File: src/rtl/popseq_pkg.sv
package popseq_pkg;

  typedef enum logic [3:0] {
    S_RESET, S_STANDALONE, S_IDLE, S_CLAMP, S_RAMP, S_SHORT,
    S_CONNECT, S_ACTIVE, S_MUTE, S_GAP, S_DISCH
  } seqState_t;

  typedef enum logic [2:0] {
    T_STANDALONE, T_CLAMP, T_RAMP, T_SHORT, T_DISCH
  } timerSel_t;

  typedef struct packed {
    logic      clear;
    logic      run;
    timerSel_t sel;
  } timerCmd_t;

  localparam logic [2:0] PH_RESET      = 3'd0;
  localparam logic [2:0] PH_STANDALONE = 3'd1;
  localparam logic [2:0] PH_IDLE       = 3'd2;
  localparam logic [2:0] PH_CLAMP      = 3'd3;
  localparam logic [2:0] PH_RAMP       = 3'd4;
  localparam logic [2:0] PH_ACTIVE     = 3'd5;
  localparam logic [2:0] PH_DISCH      = 3'd6;

endpackage

File: src/rtl/popseq_timer.sv
module popseq_timer
  import popseq_pkg::*;
#(
  parameter int SA_FRAMES    = 1024,
  parameter int CLAMP_FRAMES = 1000,
  parameter int RAMP_FRAMES  = 10000,
  parameter int DISCH_FRAMES = 8192,
  parameter int SHORT_CYCLES = 5000
) (
  input  logic      clk,
  input  logic      rstN,
  input  logic      lrck,
  input  timerCmd_t cmd,
  output logic      expired
);

  localparam int MAX_A = (SA_FRAMES > CLAMP_FRAMES) ? SA_FRAMES : CLAMP_FRAMES;
  localparam int MAX_B = (RAMP_FRAMES > DISCH_FRAMES) ? RAMP_FRAMES : DISCH_FRAMES;
  localparam int MAX_C = (MAX_A > MAX_B) ? MAX_A : MAX_B;
  localparam int MAX_V = (MAX_C > SHORT_CYCLES) ? MAX_C : SHORT_CYCLES;
  localparam int CNT_W = $clog2(MAX_V + 1);

  logic lrckMeta, lrckSync, lrckPrev;
  logic frameTick, advance, frameBased;
  logic [CNT_W-1:0] cnt, limit;

  always_ff @(posedge clk or negedge rstN) begin
    if (!rstN) begin
      lrckMeta <= 1'b0;
      lrckSync <= 1'b0;
      lrckPrev <= 1'b0;
    end else begin
      lrckMeta <= lrck;
      lrckSync <= lrckMeta;
      lrckPrev <= lrckSync;
    end
  end

  assign frameTick = lrckSync & ~lrckPrev;

  always_comb begin
    unique case (cmd.sel)
      T_STANDALONE: limit = CNT_W'(SA_FRAMES);
      T_CLAMP:      limit = CNT_W'(CLAMP_FRAMES);
      T_RAMP:       limit = CNT_W'(RAMP_FRAMES);
      T_DISCH:      limit = CNT_W'(DISCH_FRAMES);
      default:      limit = CNT_W'(SHORT_CYCLES);
    endcase
  end

  assign frameBased = (cmd.sel != T_SHORT);
  assign advance    = cmd.run & (frameBased ? frameTick : 1'b1);
  assign expired    = advance && (cnt == limit - CNT_W'(1));

  always_ff @(posedge clk or negedge rstN) begin
    if (!rstN)          cnt <= '0;
    else if (cmd.clear) cnt <= '0;
    else if (advance)   cnt <= cnt + CNT_W'(1);
  end

  // a running phase count never passes its own limit
  p_cnt_in_range_r6: assert property (@(posedge clk) disable iff (!rstN)
    cmd.run |-> (cnt < limit));

  // only rising frame-clock edges advance, so ticks are never back to back
  p_tick_spaced_r2: assert property (@(posedge clk) disable iff (!rstN)
    frameTick |=> !frameTick);

endmodule

File: src/rtl/popseq_ctrl.sv
module popseq_ctrl
  import popseq_pkg::*;
(
  input  logic       clk,
  input  logic       rstN,
  input  logic       cpEn,
  input  logic       pdnBit,
  input  logic       softRampEn,
  input  logic       expired,
  output timerCmd_t  cmd,
  output logic       clampEn,
  output logic       rampEn,
  output logic       audioEn,
  output logic       bufConnect,
  output logic       sinkEn,
  output logic       regDefault,
  output logic [2:0] phase
);

  seqState_t state, nextState;
  logic cpMode, pdReq;
  seqState_t upState;

  assign pdReq   = cpMode & pdnBit;
  assign upState = softRampEn ? S_CLAMP : S_SHORT;

  always_comb begin
    nextState = state;
    unique case (state)
      S_RESET:      nextState = S_STANDALONE;
      S_STANDALONE: if (cpEn) nextState = S_IDLE;
                    else if (expired) nextState = upState;
      S_IDLE:       if (!pdnBit) nextState = upState;
      S_CLAMP:      if (pdReq) nextState = S_DISCH;
                    else if (expired) nextState = S_RAMP;
      S_RAMP,
      S_SHORT:      if (pdReq) nextState = S_DISCH;
                    else if (expired) nextState = S_CONNECT;
      S_CONNECT:    nextState = S_ACTIVE;
      S_ACTIVE:     if (pdReq) nextState = S_MUTE;
      S_MUTE:       nextState = S_GAP;
      S_GAP:        nextState = S_DISCH;
      S_DISCH:      if (expired) nextState = S_IDLE;
      default:      nextState = S_RESET;
    endcase
  end

  always_ff @(posedge clk or negedge rstN) begin
    if (!rstN) begin
      state  <= S_RESET;
      cpMode <= 1'b0;
    end else begin
      state <= nextState;
      if (state == S_STANDALONE && cpEn) cpMode <= 1'b1;
    end
  end

  always_comb begin
    cmd.clear = (nextState != state);
    cmd.run   = 1'b1;
    unique case (state)
      S_STANDALONE: cmd.sel = T_STANDALONE;
      S_CLAMP:      cmd.sel = T_CLAMP;
      S_RAMP:       cmd.sel = T_RAMP;
      S_DISCH:      cmd.sel = T_DISCH;
      S_SHORT:      cmd.sel = T_SHORT;
      default: begin
        cmd.sel = T_SHORT;
        cmd.run = 1'b0;
      end
    endcase
  end

  assign clampEn    = (state == S_RESET) || (state == S_STANDALONE) ||
                      (state == S_IDLE)  || (state == S_CLAMP);
  assign rampEn     = (state == S_RAMP) || (state == S_SHORT);
  assign audioEn    = (state == S_ACTIVE);
  assign bufConnect = (state == S_ACTIVE) || (state == S_MUTE);
  assign sinkEn     = (state == S_DISCH);
  assign regDefault = (state == S_RESET) || (state == S_STANDALONE && cpEn);

  always_comb begin
    unique case (state)
      S_RESET:                 phase = PH_RESET;
      S_STANDALONE:            phase = PH_STANDALONE;
      S_IDLE:                  phase = PH_IDLE;
      S_CLAMP:                 phase = PH_CLAMP;
      S_RAMP, S_SHORT,
      S_CONNECT:               phase = PH_RAMP;
      S_ACTIVE:                phase = PH_ACTIVE;
      default:                 phase = PH_DISCH;
    endcase
  end

  // break-before-make between buffers and sink, both directions
  p_gap_after_buf_r7: assert property (@(posedge clk) disable iff (!rstN)
    bufConnect |=> !sinkEn);
  p_gap_after_sink_r7: assert property (@(posedge clk) disable iff (!rstN)
    sinkEn |=> !bufConnect);
  // audio already off in the cycle before buffers disconnect
  p_mute_first_r7: assert property (@(posedge clk) disable iff (!rstN)
    $fell(bufConnect) |-> !$past(audioEn));
  // audio only with buffers attached
  p_audio_needs_buf_r6: assert property (@(posedge clk) disable iff (!rstN)
    audioEn |-> bufConnect);
  // at most one output drive mode at a time
  p_one_drive_r10: assert property (@(posedge clk) disable iff (!rstN)
    $onehot0({clampEn, rampEn, bufConnect, sinkEn}));
  // discharge is held until the timer reports expiry
  p_disch_hold_r9: assert property (@(posedge clk) disable iff (!rstN)
    (state == S_DISCH && !expired) |=> (state == S_DISCH));
  // standalone operation keeps outputs active
  p_standalone_locked_r11: assert property (@(posedge clk) disable iff (!rstN)
    (!cpMode && state == S_ACTIVE) |=> (state == S_ACTIVE));

endmodule

File: src/rtl/popseq_top.sv
module popseq_top
  import popseq_pkg::*;
#(
  parameter int SA_FRAMES    = 1024,
  parameter int CLAMP_FRAMES = 1000,
  parameter int RAMP_FRAMES  = 10000,
  parameter int DISCH_FRAMES = 8192,
  parameter int SHORT_CYCLES = 5000
) (
  input  logic       clk,
  input  logic       rstN,
  input  logic       lrck,
  input  logic       cpEn,
  input  logic       pdnBit,
  input  logic       softRampEn,
  output logic       clampEn,
  output logic       rampEn,
  output logic       audioEn,
  output logic       bufConnect,
  output logic       sinkEn,
  output logic       regDefault,
  output logic [2:0] phase
);

  timerCmd_t timerCmd;
  logic      timerDone;

  popseq_timer #(
    .SA_FRAMES(SA_FRAMES), .CLAMP_FRAMES(CLAMP_FRAMES), .RAMP_FRAMES(RAMP_FRAMES),
    .DISCH_FRAMES(DISCH_FRAMES), .SHORT_CYCLES(SHORT_CYCLES)
  ) u_timer (
    .clk(clk), .rstN(rstN), .lrck(lrck), .cmd(timerCmd), .expired(timerDone)
  );

  popseq_ctrl u_ctrl (
    .clk(clk), .rstN(rstN), .cpEn(cpEn), .pdnBit(pdnBit), .softRampEn(softRampEn),
    .expired(timerDone), .cmd(timerCmd), .clampEn(clampEn), .rampEn(rampEn),
    .audioEn(audioEn), .bufConnect(bufConnect), .sinkEn(sinkEn),
    .regDefault(regDefault), .phase(phase)
  );

endmodule

File: config.mk
export PLATFORM = sky130hd
export DESIGN_NAME = popseq_top
export DESIGN_NICKNAME = d
export VERILOG_FILES = /design/src/rtl/popseq_pkg.sv /design/src/rtl/popseq_timer.sv /design/src/rtl/popseq_ctrl.sv /design/src/rtl/popseq_top.sv
export SDC_FILE = /design/constraint.sdc
export NUM_CORES = 1
export LEC_CHECK = 0
export ABC_AREA = 1
export ABC_CLOCK_PERIOD_IN_PS = 2300
export BUFFER_PORTS_ARGS = -buffer_cell sky130_fd_sc_hd__buf_2
export CORE_UTILIZATION = 45
export CTS_BUF_LIST = sky130_fd_sc_hd__clkbuf_4
export CTS_CLUSTER_DIAMETER = 80
export CTS_CLUSTER_SIZE = 10
export DETAILED_ROUTE_END_ITERATION = 12
export SETUP_SLACK_MARGIN = 0.1
export SYNTH_ARGS = -nofsm -noshare
export SYNTH_HDL_FRONTEND = slang
export SYNTH_SLANG_ARGS = --single-unit
File: constraint.sdc
create_clock -name clk -period 2.3 [get_ports clk]
set_input_delay 0.115 -clock clk [delete_from_list [all_inputs] [get_ports clk]]
set_output_delay 0.115 -clock clk [all_outputs]
set_load 0.05 [all_outputs]
Yosys cells after proc, flatten, opt, wreduce, memory -nomap -nowiden
Memories as Yosys holds them, arrays and structs flattened.
Cells that the tools add are included.
{"block": "totals", "mem_count": 1, "regBits": 22, "in_bits": 6, "rom_bits": 24}
{"block": "op_classes", "n_mux": 18, "n_reduce_logical": 13, "eq_ne": 16, "bitwise": 4, "addsub": 2}
{"name": "(no name shown)", "depth": 8, "word_bits": 3, "read_ports": 1, "rd_ports_with_merged_regs": 0, "wr": 0, "line": "popseq_ctrl.sv:83", "text": "unique case (state)"}
{"cell": "$pmux W14 S4", "n": 1}
{"cell": "$pmux W4 S10", "n": 1}
{"cell": "$mux W4", "n": 9}
{"cell": "$mux W14", "n": 2}
{"cell": "$eq A4 B3 Y1 const B", "n": 4}
{"cell": "$add A14 B1 Y14 const B", "n": 1}
{"cell": "$eq A14 B14 Y1", "n": 1}
{"cell": "$sub A14 B1 Y14 const B", "n": 1}
{"cell": "$eq A4 B4 Y1 const B", "n": 3}
{"cell": "$pmux W3 S4", "n": 1}
{"cell": "$eq A4 B2 Y1 const B", "n": 2}
{"cell": "$logic_or A1 B1 Y1", "n": 6}
{"cell": "$mux W3", "n": 2}
{"cell": "$reduce_or A5 Y1", "n": 1}
{"cell": "$eq A4 B1 Y1 const B", "n": 1}
{"cell": "$logic_not A4 Y1", "n": 1}
{"cell": "$ne A4 B4 Y1", "n": 1}
{"cell": "$and A1 B1 Y1", "n": 3}
{"cell": "$eq A3 B1 Y1 const B", "n": 1}
{"cell": "$eq A3 B2 Y1 const B", "n": 1}
{"cell": "$eq A3 B3 Y1 const B", "n": 1}
{"cell": "$logic_not A3 Y1", "n": 1}
{"cell": "$ne A3 B2 Y1 const B", "n": 1}
{"cell": "$logic_and A1 B1 Y1", "n": 2}
{"cell": "4 further kinds", "n": 5}

Depth between registers and ports, before layout
Gate-level depths: netlist (run 1).
{"block": "depth", "word_depth": 12, "mapped_depth": 19}

By module
A second synthesis (run 1) with hierarchy kept.
{"block": "hier_totals", "cells_unflattened": 302, "area_unflattened_um2": 1864.3}
{"module": "popseq_timer", "cells_each": 184, "area_each_um2": 1253.7, "n_inst": 1, "seq_area_each_um2": 425.4}
{"module": "popseq_ctrl", "cells_each": 118, "area_each_um2": 610.6, "n_inst": 1, "seq_area_each_um2": 125.1}

Worst setup path after synthesis (run 1)
No wires, ideal clock.
{"block": "synth_path", "kind": "reg-to-reg", "startpoint": "register u_ctrl.state[2]", "endpoint": "register u_timer.cnt[13]", "n_path_buf": 2, "period_less_slack_ns": 2.699, "t_arrival_ns": 2.630, "setup_time_ns": 0.069, "path_stages_with_launch": 18, "setup_slack_ns": -0.399, "required_time_ns": 2.231, "path_cell_list": "dfrtp_1 buf_6 nor2_2 inv_2 nor2_4 inv_2 nand3_1 nor2_1 nor2_2 nand3_4 a21oi_4 nand3_2 nand2_1 nand2_1 nor2_2 nand2_2 buf_6 nor2_2"}
{"block": "synth_between", "elab_chain_len": 12, "elab_cells_between_ends": 39}
{"item": "start: declaration", "line": "popseq_ctrl.sv:20", "text": "seqState_t state, nextState;"}
{"item": "start signal: assignment", "line": "popseq_ctrl.sv:53", "text": "state <= nextState;"}
{"item": "$eq A4 B4 Y1, or another cell as far along", "line": "popseq_ctrl.sv:29, popseq_ctrl.sv:61"}
{"item": "$pmux W3 S4", "line": "popseq_ctrl.sv:61", "text": "unique case (state)"}
{"item": "$eq A3 B3 Y1, or another cell as far along", "line": "popseq_timer.sv:42", "text": "unique case (cmd.sel)"}
{"item": "$pmux W14 S4", "line": "popseq_timer.sv:42"}
{"item": "$sub A14 B1 Y14", "line": "popseq_timer.sv:53", "text": "assign expired = advance && (cnt == limit - CNT_W'(1));"}
{"item": "$eq A14 B14 Y1", "line": "popseq_timer.sv:53"}
{"item": "$logic_and A1 B1 Y1", "line": "popseq_timer.sv:53"}
{"item": "$mux W4, on equally long branches", "line": "popseq_ctrl.sv:38, popseq_ctrl.sv:32, popseq_ctrl.sv:35"}
{"item": "$mux W4, on equally long branches", "line": "popseq_ctrl.sv:37, popseq_ctrl.sv:31, popseq_ctrl.sv:34"}
{"item": "$pmux W4 S10 (*)", "line": "popseq_ctrl.sv:29", "text": "unique case (state)"}
{"item": "net u_ctrl.nextState[1]", "line": "popseq_ctrl.sv:20"}
{"item": "$ne A4 B4 Y1 (*)", "line": "popseq_ctrl.sv:59", "text": "cmd.clear = (nextState != state);"}
{"item": "$mux W14 / $reduce_bool A2 Y1 (equally long branches)"}
{"item": "end signal: assignment", "line": "popseq_timer.sv:58", "text": "else if (advance) cnt <= cnt + CNT_W'(1);"}
{"item": "end: declaration", "line": "popseq_timer.sv:25", "text": "logic [CNT_W-1:0] cnt, limit;"}
Mark *: on every way through the listed nets, which the timed path passes. The rest lies on a longest branch.
A chain may end at the register's enable or synchronous reset.

Worst setup path in the final report (run 1)
{"block": "layout_path", "startpoint": "register u_ctrl.state[2]", "endpoint": "register u_timer.cnt[8]"}
The elaborated chain is that of the path after synthesis.

==> metrics, run 1 <==
Final nets around 270; Worst R2R Path Depth 16; die area 3720 um2; critical path class flip-flop to flip-flop; final std cells w/o fill 312; CP Cell Sequence nor2_4 -> buf_12 -> inv_6 -> nor2_4 -> o21bai_1 -> nand2_1 -> nand2_2 -> nor2_4 -> nand3_4 -> a21oi_4 -> nand3_2 -> nand2_1 -> nand2_2 -> nor2_4 -> nand2_4 -> nor2_2; clock buffer depth 2; Die Ht 61 um; total gr overflow 0; Worst Tran Pin Value 495 ps; status finished clean; top-area cell type share of the netlist area 0.351; most frequent CP cell nor2_4; Setup crit end kind flip-flop; Die X 61 um; top cells by area in the synthesized netlist dfrtp_1 35%, nand2_1 14%, xor2_1 6.2%; Cells after DPL 302; Inserted Diodes 0; via total after detailed routing 1515; placed cell area ~1900 um2; # IOs 15; GPL Wtd Cong 0.867; root buffer cell clkbuf_4; layout cells sized above 1 0.376; TritonRoute pass-1 iters 4; Crit path required time ~2500 ps; WL per Instance 12.8 um; Rows 21; CTS Sinks 22; HPWL after DPL around 3000 um; Fmax achieved approximately 0.44 GHz; Compound-Gate Fraction of Synth Area 0.0679; critical path fanouts, max 7; simple-gate area share of the yosys netlist 0.420; largest family of logic cells by synthesized area simple AND/OR/NAND/NOR gates; post-synthesis adder-cell area fraction 0.00799; post-synth cell types 30; post-route clock period utilization 0.991; largest net degree at the start of global routing 23; DR iter-0 viols 92; Worst slew margin 0.670; Setup violations, final 0; RSZ-0062 raised after global routing yes; CTS tree yes; Area growth syn-to-layout 33.1%; total global-route track usage 0.236; Design Area, Final 2090 um2; number of global-route vias before repair 1506; Initial Utilization 0.469; Synth Register Bits 22; critical path's largest stage delay approximately 490 ps; H-tree Lvls 1; post-layout minimum cycle time 2280 ps; Worst Setup Start Kind flip-flop; Routed Antenna Nets 0; Placeable Area approximately 3300 um2; multiplexer area fraction after synthesis 0.00639; VDD IR max approximately 0.0006 V; Num CTS Buffers 3; LEAKAGE 1.04 nW; global-route wire length before repair 6250 um; Clock Latency Late Sink 310 ps; final wirelength 4000 um; Mapped Nets about 220; Reg clk slew, reported paths 130 ps; detailed-route DRC error count 0; sequential area share after synthesis 0.351; HP Class primary input to flip-flop; Worst Skew about 10 ps; syn avg cell area 7.32 um2; leading area contributor after synthesis dfrtp_1; max_cap viols 0; critical path's slowest cell dfrtp_2; XOR/XNOR share of the synthesized area 0.0671; CP Data Arrival Time 2520 ps; PwrDens 1450 nW/um2; Fill cells around 340; Hold Crit Depth 3; # port buffers 14; Syn Inst Count 214; Hold WS 55.7 ps; Syn. warnings 0; Final Hold Fails 0; Max Slew Vio Count 0; Mapped Area 1570 um2; initial antenna violation count 0; Avg Vias per Cell a little under 5
[metrics by stage]
stage	setup TNS [ps]	util	power (mW)	setup WS (ps)
floorplan	-290	-	1.79	-29.2
global placement	0	0.573	2.43	12.4
detailed placement	-500	0.573	2.43	-49.6
CTS	0	0.607	2.83	60.2
global route	-1720	0.625	3.23	-142
finish	0	0.625	3.02	19.6
[timing repair]
action                                 CTS  global route
endpoints found under the hold margin   23             0
pin swaps                                1             6
hold buffers                             2             0
gates resized for setup                  4            14
buffers inserted                         2             1
setup endpoints to repair               14            15
gates cloned                             0             1
[layout by cell type (no fill, tap or decap), types with 2 or more instances in the layout]
cell type / n
a21oi_1: 4
buf_2: 14
buf_4: 33
clkbuf_4: 3
dfrtp_1: 18
dfrtp_2: 4
dlygate4sd3_1: 2
inv_1: 19
inv_2: 5
nand2_1: 55
nand2_2: 6
nand2_4: 3
nand3_1: 14
nand3_2: 5
nand4_1: 6
nor2_1: 20
nor2_2: 13
nor2_4: 8
nor3_1: 2
o21ai_0: 5
xor2_1: 11
[routing by layer]
metal | global-route usage | vias to the layer above | wire length (um)
li1 | - | 790 | -
met1 | 0.260 | 682 | 1720
met2 | 0.427 | 30 | 2020
met3 | 0.0362 | 13 | 105
met4 | 0.143 | 0 | 152
met5 | 0 | - | 0
[sequential cells by signal, indices dropped and copies added (netlist names)]
| signal | flops |
|---|---|
| u_timer.lrckMeta | 1 |
| u_timer.lrckSync | 1 |
| u_timer.cnt | 14 |
| u_timer.lrckPrev | 1 |
| u_ctrl.cpMode | 1 |
| u_ctrl.state | 4 |
[cell families after synthesis]
family | Yosys count
compound gates | 16
xor+xnor | 12
fa+ha+maj | 1
buf+inv | 28
flops | 22
mux | 1
simple gates | 134
[final timing paths]
check | from | to | slack, ps
setup reg to reg | u_ctrl.state[2] | u_timer.cnt[8] | 20
hold reg to reg | u_timer.lrckMeta | u_timer.lrckSync | 370
hold / removal | cpEn | u_ctrl.cpMode | 60
min in group asynchronous | rstN | u_timer.cnt[7] | 290
setup / recovery | u_ctrl.state[2] | u_timer.cnt[8] | 20
max in group asynchronous | rstN | u_ctrl.state[1] | 1650
[power by group]
group	switching (mW)	leakage, nW	internal, mW	total [mW]
logic	1.38	0.727	0.842	2.22
clock network	0.117	0.0279	0.176	0.293
registers	0.0729	0.285	0.436	0.508
total	1.57	1.04	1.45	3.02
[Yosys cell counts]
master,number
nand3_2,3
a21oi_1,4
a211oi_1,1
nor3b_1,2
o21bai_1,1
mux2i_1,1
nor2_1,23
buf_6,2
ha_1,1
xnor2_1,1
nand4_1,6
nor3_1,2
o21ai_0,5
o2111ai_1,1
nand2_1,58
nor2_2,15
nand2_2,4
buf_4,1
o22ai_1,1
nor2_4,3
dfrtp_1,22
nand2_4,1
nand3_1,16
inv_2,6
o211ai_1,1
xor2_1,11
inv_1,19
a22oi_1,1
a21oi_4,1
nand3_4,1
[worst max-delay path: cells and delay by family, from the launching register on]
family | cells | cell delay [ps]
simple gates | 12 | 1310
buf+inv | 2 | 150
flops | 1 | 490
compound gates | 2 | 250
[final cells by class]
class / count / area, um2 / share of cell area
clock buffers: 3 / 22.5 / 0.0108
flip-flops and latches: 22 / 556 / 0.266
clock inverters: 1 / 30.0 / 0.0144
inverters: 25 / 98.8 / 0.0474
multi-input cells: 165 / 963 / 0.462
repair buffers: 50 / 358 / 0.172
well taps: 46 / 57.6 / 0.0276
Note: power is estimated with default switching activity, not from simulation.
==> run 2, diff against run 1 <==
--- a/config.mk
+++ b/config.mk
@@ -8,11 +8,12 @@
 export ABC_AREA = 1
 export ABC_CLOCK_PERIOD_IN_PS = 2300
 export BUFFER_PORTS_ARGS = -buffer_cell sky130_fd_sc_hd__buf_2
-export CORE_UTILIZATION = 45
+export CORE_UTILIZATION = 50
 export CTS_BUF_LIST = sky130_fd_sc_hd__clkbuf_4
 export CTS_CLUSTER_DIAMETER = 80
 export CTS_CLUSTER_SIZE = 10
 export DETAILED_ROUTE_END_ITERATION = 12
+export PLACE_DENSITY = 0.69
 export SETUP_SLACK_MARGIN = 0.1
 export SYNTH_ARGS = -nofsm -noshare
 export SYNTH_HDL_FRONTEND = slang
==> metrics, run 2 (synthesis gave the netlist of run 1 again) <==
status complete, but fails checks; failing checks DRC, setup timing; largest net degree at the start of global routing 23 (unchanged); die area 3360 um2 (-9.7%); most frequent CP cell nand2_2; Worst R2R Path Depth 15 (-1); detailed-route DRC error count 1 (+1); global-route wire length before repair 6490 um (+3.9%); critical path's top delay family simple AND/OR/NAND/NOR gates; CP Data Arrival Time 2660 ps (+140 ps); combinational share of power 0.781 (+0.046); multi-input logic area 1060 um2 (+10%); TritonRoute pass-1 iters 8 (+4); WL per Instance 15.6 um (+21%); most flop-heavy register u_timer.cnt; FF-to-FF setup slack -100 ps (-120 ps); RSZ-0062 raised after global routing yes; post-route clock period utilization 1.05 (+0.0542); critical path fanouts, max 7 (unchanged); Num CTS Buffers 3 (unchanged); post-layout util 0.751 (+0.126); layout cells sized above 1 0.438 (+0.0623); Net Sw Frac 0.554 (+0.0349); total gr overflow 0 (unchanged); HP Start cpEn; # port buffers 14 (unchanged); final wirelength 4640 um (+16%); Final nets 275 (+0.36%); Reg clk slew, reported paths 130 ps (about the same); CTS Sinks 22 (unchanged); clock buffer depth 2 (unchanged); root buffer cell clkbuf_4; Setup crit end kind flip-flop; GPL Wtd Cong 1.00 (+16%); Clock Power Share 0.058 (-0.039); net switching power 1.81 mW (+15%); Placeable Area 2850 um2 (-15%); Worst Skew 5.25 ps (-4.54 ps); # IOs 15 (unchanged); buffers and inverters on the worst path 0 (-2); Clock Latency Late Sink 310 ps (about the same); HPWL after DPL 2920 um (-2.6%); CTS tree yes; Initial Utilization 0.549 (+0.0797); Area growth syn-to-layout 36.7%; CP Cell Sequence nor2_2 -> nand2_2 -> nand3_4 -> nand2_2 -> nand2_2 -> nand2_2 -> nor2_4 -> nand3_4 -> a21oi_4 -> nand3_2 -> nand2_1 -> nand2_2 -> nor2_4 -> nand2_8 -> nor2_2; FF-to-FF End u_timer.cnt[3]; post-layout minimum cycle time 2400 ps (+125 ps); critical path class flip-flop to flip-flop; Max Slew Vio Count 0 (unchanged); Worst slew margin 0.658 (-0.0122); Rows 19 (-9.5%); Internal 1.46 mW (+0.16%); DR iter-0 viols 82 (-11%); Worst Setup Start Kind flip-flop; total global-route track usage 0.256 (+0.0192); fin worst setup slack -105 ps (-125 ps); highest-count cells in the layout ignoring fill and taps 44 x nand2_1, 33 x buf_4, 19 x inv_1; critical path's largest stage delay 490 ps (about the same); Fmax achieved 0.416 GHz (-5.2%); Routed Antenna Nets 0 (unchanged); Worst Tran Pin Value 513 ps (+18.3 ps); Seq pwr share 0.160 (-0.008); LEAKAGE 1.05 nW (+0.96%); commonest non-fill, non-tap cell in the layout nand2_1; Hold Crit Depth 3 (unchanged); Die X 58.0 um (-5.0%); Avg Vias per Cell 5.53 (+14%); Die Ht 58.0 um (-5.0%); Min-Delay Endpoint u_ctrl.cpMode; via total after detailed routing 1647 (+8.7%); setup_tns -1100 ps (-1100 ps); initial antenna violation count 0 (unchanged); PwrDens 1520 nW/um2 (+5.2%); max_cap viols 0 (unchanged); max FFs per register 14 (unchanged); Final Hold Fails 0 (unchanged); Crit path required time 2560 ps (+20 ps); Fill cells 213 (-37%); H-tree Lvls 1 (unchanged); Setup violations, final 14 (+14); VDD IR max 0.00121 V (+100%); Reg area 556 um2 (unchanged); reg2reg start u_ctrl.state[3]; HP Class primary input to flip-flop; biggest regs u_timer.cnt (14), u_ctrl.state (4); critical path's slowest cell dfrtp_2; number of global-route vias before repair 1463 (-2.9%); Inserted Diodes 0 (unchanged)
run 2: timing repair:
item | CTS | global route
pin swaps | 9 | 13
buffers inserted | 4 | 6
endpoints found under the hold margin | 23 | 0
resized for setup | 16 | 28
setup endpoints to repair | 14 | 15
gates cloned | 2 | 0
hold buffers | 2 | 0
run 2: layout make-up:
cell class,count,share of cell area
Clock buffer,3,0.0105
Clock inverter,1,0.00175
Inverter,25,0.0473
Multi-Input combinational cell,166,0.496
Sequential cell,22,0.259
Tap cell,31,0.0181
Timing Repair Buffer,50,0.167
run 2: power by group through the flow:
stage	Clock (mW)	Combinational, mW	Sequential (mW)
after floorplan	0	1.32	0.469
after global placement	0	1.83	0.509
final	0.190	2.55	0.524
after detailed placement	0	1.86	0.510
after global routing	0.201	2.71	0.527
after CTS	0.187	2.16	0.505
run 2: per-stage QoR:
stage	worst slack (ps)	area, um2	hold slack, ps	power (mW)	instances
2_1_floorplan	-29.2	1580	-181	1.79	214
3_3_place_gp	-252	1840	100	2.34	280
3_5_place_dp	-251	1840	107	2.37	280
4_1_cts	27.9	1990	48.4	2.85	292
5_1_grt	-226	2140	62.3	3.44	298
6_report	-105	2140	42.3	3.26	298
run 2: per-layer routing:
metal	vias to the layer above	global-route usage	wire length, um
met5	-	0	0
met4	0	0.0782	129
met3	14	0.0424	400
met2	78	0.401	2240
met1	761	0.364	1870
li1	794	-	-
run 2: how the worst max path moves through the flow:
stage,startpoint,to,cells past startpoint
after floorplan,u_ctrl.state[2],u_timer.cnt[13],17
after global placement,u_ctrl.state[2],u_timer.cnt[1],17
after detailed placement,u_ctrl.state[2],u_timer.cnt[4],17
after CTS,u_ctrl.state[2],u_timer.cnt[3],16
after global routing,u_ctrl.state[2],u_timer.cnt[3],16
final,u_ctrl.state[3],u_timer.cnt[3],15
run 2: worst reg2reg max path, stage by stage (launching register included):
cell	delay (ps)
dfrtp_2	490
nor2_2	220
nand2_2	130
nand3_4	140
nand2_2	70
nand2_2	60
nand2_2	60
nor2_4	140
nand3_4	120
a21oi_4	190
nand3_2	90
nand2_1	80
nand2_2	70
nor2_4	250
nand2_8	120
nor2_2	120
